### config.mk
export PLATFORM = sky130hd
export DESIGN_NAME = hazard_interlock
export DESIGN_NICKNAME = d
export VERILOG_FILES = /design/src/rtl/hzd_pkg.sv /design/src/rtl/hzd_decode.sv /design/src/rtl/hzd_match.sv /design/src/rtl/hzd_tag_pipe.sv /design/src/rtl/hazard_interlock.sv
export SDC_FILE = /design/constraint.sdc
export NUM_CORES = 1
export LEC_CHECK = 0
export BUFFER_PORTS_ARGS = -buffer_cell sky130_fd_sc_hd__buf_2
export CAP_MARGIN = 40
export CORE_MARGIN = 1.5
export CORE_UTILIZATION = 30
export CTS_CLUSTER_SIZE = 8
export DETAILED_ROUTE_END_ITERATION = 8
export SYNTH_ARGS = -nofsm -noshare
export SYNTH_HDL_FRONTEND = slang
export SYNTH_SLANG_ARGS = --single-unit
export TNS_END_PERCENT = 20
### constraint.sdc
create_clock -name clk -period 2.05 [get_ports clk]
set_input_delay 0.205 -clock clk [delete_from_list [all_inputs] [get_ports clk]]
set_output_delay 0.205 -clock clk [all_outputs]
set_load 0.05 [all_outputs]
### src/rtl/hzd_pkg.sv
package hzd_pkg;

    localparam int OP_W    = 6;
    localparam int REG_W   = 5;
    localparam int N_WATCH = 3;
    localparam logic [REG_W-1:0] LINK_REG = REG_W'((1 << REG_W) - 1);
    localparam logic [REG_W-1:0] ZERO_REG = '0;

    typedef logic [REG_W-1:0] reg_id_t;

    typedef enum logic [OP_W-1:0] {
        OP_ALU  = 6'h00,
        OP_J    = 6'h02,
        OP_JAL  = 6'h03,
        OP_BEQZ = 6'h04,
        OP_BNEZ = 6'h05,
        OP_ALUI = 6'h08,
        OP_JR   = 6'h10,
        OP_JALR = 6'h11,
        OP_LW   = 6'h23,
        OP_SW   = 6'h2B
    } opcode_e;

    typedef struct packed {
        logic              valid;
        logic [OP_W-1:0]   op;
        reg_id_t           rs;
        reg_id_t           rt;
        reg_id_t           rd;
    } instr_t;

    typedef struct packed {
        logic    rd_a;
        logic    rd_b;
        logic    we;
        reg_id_t dst;
    } usage_t;

    typedef struct packed {
        logic    valid;
        logic    we;
        reg_id_t dst;
    } slot_tag_t;

    localparam slot_tag_t EMPTY_SLOT = '{valid: 1'b0, we: 1'b0, dst: '0};

    function automatic usage_t classify(input instr_t ins);
        usage_t  u;
        logic    writes;
        u      = '0;
        writes = 1'b0;
        case (ins.op)
            OP_ALU:  begin u.rd_a = 1'b1; u.rd_b = 1'b1; writes = 1'b1; u.dst = ins.rd;   end
            OP_ALUI,
            OP_LW:   begin u.rd_a = 1'b1; writes = 1'b1; u.dst = ins.rt;                  end
            OP_SW:   begin u.rd_a = 1'b1; u.rd_b = 1'b1;                                  end
            OP_BEQZ,
            OP_BNEZ,
            OP_JR:   begin u.rd_a = 1'b1;                                                 end
            OP_JAL:  begin writes = 1'b1; u.dst = LINK_REG;                               end
            OP_JALR: begin u.rd_a = 1'b1; writes = 1'b1; u.dst = LINK_REG;                end
            default: begin                                                                end
        endcase
        u.rd_a = u.rd_a & ins.valid;
        u.rd_b = u.rd_b & ins.valid;
        u.we   = writes & ins.valid & (u.dst != ZERO_REG);
        if (!u.we) u.dst = ZERO_REG;
        return u;
    endfunction

endpackage

### src/rtl/hzd_decode.sv
module hzd_decode
    import hzd_pkg::*;
(
    input  instr_t ins,
    output usage_t use_o
);
    always_comb begin
        use_o = classify(ins);
    end

    always_comb begin
        if (use_o.rd_b) assert_second_implies_first_R4: assert (use_o.rd_a);
        if (ins.valid && (ins.op == OP_J || ins.op == OP_JAL))
            assert_jumps_skip_first_R4: assert (!use_o.rd_a && !use_o.rd_b);
        if (use_o.we) assert_dest_nonzero_R6: assert (use_o.dst != ZERO_REG);
    end
endmodule

### src/rtl/hzd_match.sv
module hzd_match
    import hzd_pkg::*;
#(
    parameter int NUM_SLOTS = N_WATCH
)(
    input  reg_id_t                       src_a,
    input  reg_id_t                       src_b,
    input  logic                          rd_a,
    input  logic                          rd_b,
    input  slot_tag_t [NUM_SLOTS-1:0]     slots,
    output logic      [NUM_SLOTS-1:0]     hit,
    output logic                          stall
);
    for (genvar s = 0; s < NUM_SLOTS; s++) begin : g_slot
        logic live;
        assign live   = slots[s].valid & slots[s].we & (slots[s].dst != ZERO_REG);
        assign hit[s] = live & ((rd_a & (src_a == slots[s].dst)) |
                                (rd_b & (src_b == slots[s].dst)));
    end

    assign stall = |hit;

    always_comb begin
        if (!rd_a && !rd_b) assert_no_reads_no_stall_R4: assert (!stall);
    end
endmodule

### src/rtl/hzd_tag_pipe.sv
module hzd_tag_pipe
    import hzd_pkg::*;
#(
    parameter int DEPTH = N_WATCH
)(
    input  logic                      clk,
    input  logic                      rst,
    input  slot_tag_t                 tag_in,
    output slot_tag_t [DEPTH-1:0]     taps
);
    for (genvar d = 0; d < DEPTH; d++) begin : g_stage
        always_ff @(posedge clk) begin
            if (rst)     taps[d] <= EMPTY_SLOT;
            else if (d == 0) taps[d] <= tag_in;
            else         taps[d] <= taps[(d == 0) ? 0 : d-1];
        end
        if (d > 0) begin : g_chk
            assert_tag_advances_R10: assert property (@(posedge clk) disable iff (rst)
                1'b1 |=> taps[d] == $past(taps[d-1]));
        end
    end
endmodule

### src/rtl/hazard_interlock.sv
module hazard_interlock
    import hzd_pkg::*;
(
    input  logic              clk,
    input  logic              rst,
    input  logic              f_valid,
    input  logic [OP_W-1:0]   f_op,
    input  logic [REG_W-1:0]  f_rs,
    input  logic [REG_W-1:0]  f_rt,
    input  logic [REG_W-1:0]  f_rd,
    output logic              stall,
    output logic              ex_valid,
    output logic              ex_we,
    output logic [REG_W-1:0]  ex_dst,
    output logic              mem_we,
    output logic [REG_W-1:0]  mem_dst,
    output logic              wb_we,
    output logic [REG_W-1:0]  wb_dst
);
    localparam int EX_I  = 0;
    localparam int MEM_I = 1;
    localparam int WB_I  = 2;

    instr_t                      id_q;
    usage_t                      id_use;
    slot_tag_t                   ex_in;
    slot_tag_t [N_WATCH-1:0]     slots;
    logic      [N_WATCH-1:0]     hit;

    always_ff @(posedge clk) begin
        if (rst)         id_q <= '0;
        else if (!stall) id_q <= '{valid: f_valid, op: f_op, rs: f_rs, rt: f_rt, rd: f_rd};
    end

    hzd_decode u_decode (
        .ins   (id_q),
        .use_o (id_use)
    );

    hzd_match #(.NUM_SLOTS(N_WATCH)) u_match (
        .src_a (id_q.rs),
        .src_b (id_q.rt),
        .rd_a  (id_use.rd_a),
        .rd_b  (id_use.rd_b),
        .slots (slots),
        .hit   (hit),
        .stall (stall)
    );

    always_comb begin
        if (stall) ex_in = EMPTY_SLOT;
        else       ex_in = '{valid: id_q.valid, we: id_use.we, dst: id_use.dst};
    end

    hzd_tag_pipe #(.DEPTH(N_WATCH)) u_tags (
        .clk    (clk),
        .rst    (rst),
        .tag_in (ex_in),
        .taps   (slots)
    );

    assign ex_valid = slots[EX_I].valid;
    assign ex_we    = slots[EX_I].we;
    assign ex_dst   = slots[EX_I].dst;
    assign mem_we   = slots[MEM_I].we;
    assign mem_dst  = slots[MEM_I].dst;
    assign wb_we    = slots[WB_I].we;
    assign wb_dst   = slots[WB_I].dst;

    assert_decode_held_R7: assert property (@(posedge clk) disable iff (rst)
        stall |=> $stable(id_q));

    assert_bubble_inserted_R8: assert property (@(posedge clk) disable iff (rst)
        stall |=> (!ex_valid && !ex_we));

    assert_stall_has_live_dest_R6: assert property (@(posedge clk) disable iff (rst)
        stall |-> ((ex_we && ex_dst != '0) || (mem_we && mem_dst != '0) ||
                   (wb_we && wb_dst != '0)));

    assert_issue_when_free_R10: assert property (@(posedge clk) disable iff (rst)
        (!stall && id_q.valid) |=> ex_valid);

    assert_empty_after_reset_R11: assert property (@(posedge clk)
        rst |=> (!ex_valid && !ex_we && !mem_we && !wb_we));
endmodule

# [Word level (Yosys, flattened, before mapping)]
# Index checks and enable logic that the tools add are counted.
# W data, S select, Z words.
[word_totals] regBits=43 in_bits=24 word_cells=68
[op_classes] eq_ne=14 n_mux=4 bitwise_logic=23 n_reduce_logical=13
[ops] operator="$eq A5 B5 Y1" n=6
[ops] operator="$reduce_bool A5 Y1" n=4
[ops] operator="$and A1 B1 Y1" n=19
[ops] operator="$pmux W5 S3" n=1
[ops] operator="$eq A6 B3 Y1 const B" n=2
[ops] operator="$eq A6 B5 Y1 const B" n=2
[ops] operator="$eq A6 B6 Y1 const B" n=2
[ops] operator="$reduce_or A5 Y1" n=2
[ops] operator="$reduce_or A8 Y1" n=1
[ops] operator="$eq A6 B2 Y1 const B" n=1
[ops] operator="$eq A6 B4 Y1 const B" n=1
[ops] operator="$logic_not A6 Y1" n=1
[ops] operator="$reduce_or A2 Y1" n=3
[ops] operator="$reduce_or A4 Y1" n=1
[ops] operator="$mux W1" n=3
[ops] operator="$or A1 B1 Y1" n=3
[ops] operator="$reduce_or A3 Y1" n=1
[ops] operator="$not A1 Y1" n=1

# [Depth between registers and ports, before layout]
[logic_depth] word_depth=8 ltp_mapped=7 depth_no_buf=6

# [Cells and area by module]
# Synthesis repeated with hierarchy kept, for this count alone.
[unflattened] cells_unflattened=207 hier_area_um2=2129.5
[by_module_without_submodules] mod="hazard_interlock" instances=1 cells_per_inst=78 area_each_um2=830.8 seq_area_each_um2=440.4
[by_module_without_submodules] mod="hzd_tag_pipe" instances=1 cells_per_inst=44 area_each_um2=624.3 seq_area_each_um2=420.4
[by_module_without_submodules] mod="hzd_match" instances=1 cells_per_inst=52 area_each_um2=414.1 seq_area_each_um2=0.0
[by_module_without_submodules] mod="hzd_decode" instances=1 cells_per_inst=33 area_each_um2=260.2 seq_area_each_um2=0.0

# [Least setup slack after synthesis]
# No wires, ideal clock.
[synth_path] kind="reg2out" startpoint="register u_tags.taps[19] (netlist name)" endpoint="output port stall" t_arrival_ns=2.032 required_time_ns=1.845 slack_ns=-0.187 stages_incl_launch_ff=6 n_path_buf=1 cell_sequence="dfxtp_1 o211ai_2 nor4_1 o311ai_2 buf_2 nand2_1"
[synth_between] elab_chain_cells=4
[synth_rtl] element="start, declared" line_no="hzd_tag_pipe.sv:9" rtl="output slot_tag_t [DEPTH-1:0] taps"
[synth_rtl] element="start signal, assigned by index" line_no="hzd_tag_pipe.sv:14" rtl="else if (d == 0) taps[d] <= tag_in;"
[synth_rtl] element="start signal, assigned by index" line_no="hzd_tag_pipe.sv:15" rtl="else taps[d] <= taps[(d == 0) ? 0 : d-1];"
[synth_rtl] element="$and A1 B1 Y1 (2 in series)" line_no="hzd_match.sv:16" rtl="assign live = slots[s].valid & slots[s].we & (slots[s].dst != ZERO_REG);"
[synth_rtl] element="$and A1 B1 Y1" line_no="hzd_match.sv:17" rtl="assign hit[s] = live & ((rd_a & (src_a == slots[s].dst)) |"
[synth_rtl] element="$reduce_or A3 Y1" line_no="hzd_match.sv:21" rtl="assign stall = |hit;"
[synth_rtl] element="end, declared" line_no="hazard_interlock.sv:11" rtl="output logic stall,"
# Every way passes these cells.

# [Worst setup path after layout]
[layout_path] startpoint="register u_tags.taps[7] (netlist name)" endpoint="output port stall"
[layout_between] elab_chain_cells=5
[layout_rtl] element="$eq A5 B5 Y1, on equally long branches" line_no="hzd_match.sv:17, hzd_match.sv:18"
[layout_rtl] element="$and A1 B1 Y1, on equally long branches" line_no="hzd_match.sv:17, hzd_match.sv:18"
[layout_rtl] element="$or A1 B1 Y1" line_no="hzd_match.sv:17"
[layout_rtl] element="$and A1 B1 Y1 (*)" line_no="hzd_match.sv:17"
[layout_rtl] element="$reduce_or A3 Y1 (*)" line_no="hzd_match.sv:21"
# Mark *: on every way between the ends. The rest lies on a longest branch, timed or not.

==> impl.org <==
** Outcome
- Outcome :: complete, but fails checks
- Violated checks :: negative setup slack

** Clock tree
- Clock transition at the registers of the reported paths :: 0.08 ns
- CTS hold repair buffers :: 0
- The clock tree synthesis step divided the H-tree into 2 levels.
- For the worst-skew pair, the clock arrives at the later sink with an insertion delay of 0.29 ns.
- In this run, CTS created clock tree buffers numbering 5.
- The cell sitting at the root of the clock tree is a sky130_fd_sc_hd__clkbuf_8.
- TritonCTS clock tree :: built
- Clock net sink count :: 43
- In this run the deepest clock path goes through 2 buffers.

** STA
- The smallest clock period supported by the final layout is computed as 2.42 ns.
- For the final database, setup skew stands at 0.00393 ns.
- Actual slew at the worst max-slew pin :: 0.829 ns
- Highest attainable clock frequency :: 413 MHz
- Summed over all failing endpoints, the final setup total negative slack is -7.74 ns.
- Setup-violating endpoint count in the final report :: 30
- Setup repair after global routing could not meet its margin everywhere.
- The worst path uses 118% of the clock period.
- Hold slack :: 0.131 ns
- Final count of hold timing violations :: 0
- Final-report max-slew violation count :: 0
- The worst pin sits at a relative slew slack of 44.2%.
- Setup slack of the critical path after layout :: -0.374 ns

** Power and ir drop
- In this run the static leakage power is 1.32 nW.
- Overall power :: 1.71 mW
- In this run the power density over the cells is 567 nW/µm².
- IR drop worst, VDD :: 0.264 mV

** Final layout
- Leaving out fill and tap cells, the most frequent cell in the layout is sky130_fd_sc_hd__buf_4.
- Post-route standard cell area excluding fillers :: 3020 µm²
- The final layout contains 343 nets.
- Layout cells sized above 1 :: 44.1%
- Diodes inserted :: 0
- Final Util :: 44.2%
- Leaving out fill and tap cells, the most frequent cells in the layout are 56 x sky130_fd_sc_hd__buf_4, 43 x sky130_fd_sc_hd__buf_2, 39 x sky130_fd_sc_hd__dfxtp_1, 29 x sky130_fd_sc_hd__nand3_1, 23 x sky130_fd_sc_hd__xnor2_1.
- Layout area overhead :: 41.2%

** Routing
- Pre-Repair DR Iteration Count :: 4
- After detailed routing, the total wire length is 5880 µm.
- Iteration-0 DRC Markers :: 89
- For this block, the via count after detailed routing is 2031.
- In the routed design, unresolved DRC markers number 0.
- Average detailed-routed wire length per instance :: 14.1 µm
- Once detail routing completed, the nets flagged for antenna violations numbered 0.
- Via-to-Cell Ratio :: 4.88

** Global routing
- Total gr overflow :: 0
- Number of antenna violations at the first check in global routing :: 0
- Maximum number of pins on one net before global-route repair :: 21
- Vias in the first global route :: 1921
- The first global-routing pass estimated 9040 µm of wire.
- Global routing used 15.4% of the available tracks across all layers.

** Hold path
- The worst hold path belongs to the class in -> reg.
- Number of instances on the worst hold path :: 3

** Critical path
- Counting cells, the worst reg-to-reg path comes to 9.
- The worst setup path is launched from a flop.
- In this run the worst path has a maximum fanout of 4.
- Type of the worst setup path :: reg -> out
- Critical path data required time :: 1.85 ns
- STA classifies the critical path endpoint as an output pin.
- Data arrival time of the critical path :: 2.22 ns

** Yosys
- Cell area after synthesis :: 2140 µm²
- Number of standard cells after synthesis :: 234
- In this run, synthesis produced a sequential element count of 43.
- Yosys mapped the design onto 34 distinct sky130hd cell types.
- The number of nets in the synthesized netlist is 258.
- During synthesis, Yosys emitted a total of 0 warnings.
- Share of synthesized area occupied by flip-flops and latches :: 40.2%
- Average size of a mapped cell :: 9.14 µm²

** Floorplanning
- Area of the die :: 7650 µm²
- Die H :: 87.5 µm
- During I/O placement, the number of pins put on the boundary was 44.
- The floorplan has 30 rows.
- For this configuration, the core starts out at a cell density of 31.3%.
- The core region is 6830 µm².
- Overall die width :: 87.5 µm

** Placement
- In this run the tool buffered the top-level ports with 43 buffer cells.
- Summing all placed instances gives a cell area of 2730 µm².
- Gpl congestion :: 0.916
- Post-detail-place hpwl :: 4320 µm

** Flow run
- Maximum capacitance violations :: 0
[metal layers]
metal	part of all wire (%)	vias up	wire, µm	track usage (%)
met5	0	-	0	0
met4	1.9	0	109	4.91
met3	4.4	8	259	3.22
met2	49	62	2880	26.3
met1	45	961	2630	19.4
li1	-	1000	-	-
[path summary, 6_finish.rpt]
check | start | end | slack, ns
worst min register to register | u_tags.taps[13]$_SDFF_PP0_ | u_tags.taps[20]$_SDFF_PP0_ | 0.47
worst min-delay path | f_valid | id_q[21]$_SDFFE_PP0N_ | 0.13
worst max register to register | u_tags.taps[1]$_SDFF_PP0_ | id_q[1]$_SDFFE_PP0N_ | -0.35
worst max-delay path | u_tags.taps[7]$_SDFF_PP0_ | stall | -0.37
[cell usage after synthesis, drive strengths merged]
cell type | n | area share [%]
nand2 | 4 | 0.70
nor4b | 1 | 1.1
or2 | 1 | 0.29
and2 | 5 | 1.5
dfxtp | 43 | 40
o32ai | 1 | 0.41
xor2 | 8 | 3.3
a221o | 5 | 2.3
o32a | 1 | 0.47
xnor2 | 23 | 9.4
o21ai | 18 | 4.2
nor3 | 1 | 0.47
clkbuf | 3 | 0.53
nor2 | 5 | 0.88
nor2b | 14 | 4.1
nor4 | 7 | 2.3
buf | 22 | 7.0
o31a | 2 | 0.82
mux2i | 2 | 0.94
o311a | 2 | 0.99
a21oi | 22 | 5.1
o21a | 1 | 0.35
nand2b | 2 | 0.58
o211ai | 2 | 0.94
nand4 | 1 | 0.29
or4 | 5 | 1.8
nand3 | 30 | 7.0
o311ai | 3 | 1.9
[final cells by class]
class / count / area, µm²
Fill cell: 684 / 3810
Multi-Input combinational cell: 166 / 1250
Sequential cell: 43 / 866
Timing Repair Buffer: 103 / 684
Tap cell: 96 / 120
Clock buffer: 7 / 96.3
Clock inverter: 1 / 7.51
[critical path, stage by stage (launching register included)]
cell	delay [ns]
sky130_fd_sc_hd__dfxtp_1	0.37
sky130_fd_sc_hd__or4_1	0.53
sky130_fd_sc_hd__nor2_1	0.21
sky130_fd_sc_hd__nor4_2	0.13
sky130_fd_sc_hd__o311ai_2	0.32
sky130_fd_sc_hd__buf_4	0.18
sky130_fd_sc_hd__nand2_4	0.04
sky130_fd_sc_hd__buf_6	0.14
[repair_timing]
item                                    in CTS  in global routing
gates cloned                                 0                  0
resized for setup                           13                 18
setup buffers                                3                  4
pin swaps                                    7                 13
endpoints found under the setup margin      30                 30
[per-stage QoR]
step                      instances  setup slack, ns
after floorplan                 234          -0.0168
after detailed placement        401           -0.252
after CTS                       412           -0.390
after global routing            416           -0.443
after global placement          401           -0.224
final                           416           -0.374
[state kept, by name, summed over array words and instances (netlist names)]
name / count
u_tags.taps: 21
id_q: 22
[cell families (layout without fill, tap and decap cells)]
logic type             count (synthesis)  after routing  synth area share, %
AO/OA/AOI/OAI                         57             57                 17.6
XOR/XNOR                              31             31                 12.7
buffers and inverters                 25            111                 7.54
flip-flops                            43             43                 40.2
multiplexers                           2              2                0.936
AND/OR/NAND/NOR                       76             76                 21.0
[power by group]
part | leakage, nW | switching (mW) | internal, mW | total [mW]
combinational | 0.911 | 0.116 | 0.107 | 0.223
clock | 0.0505 | 0.290 | 0.306 | 0.596
sequential | 0.355 | 0.0294 | 0.864 | 0.893
Note: power is estimated with default switching activity, not from simulation.
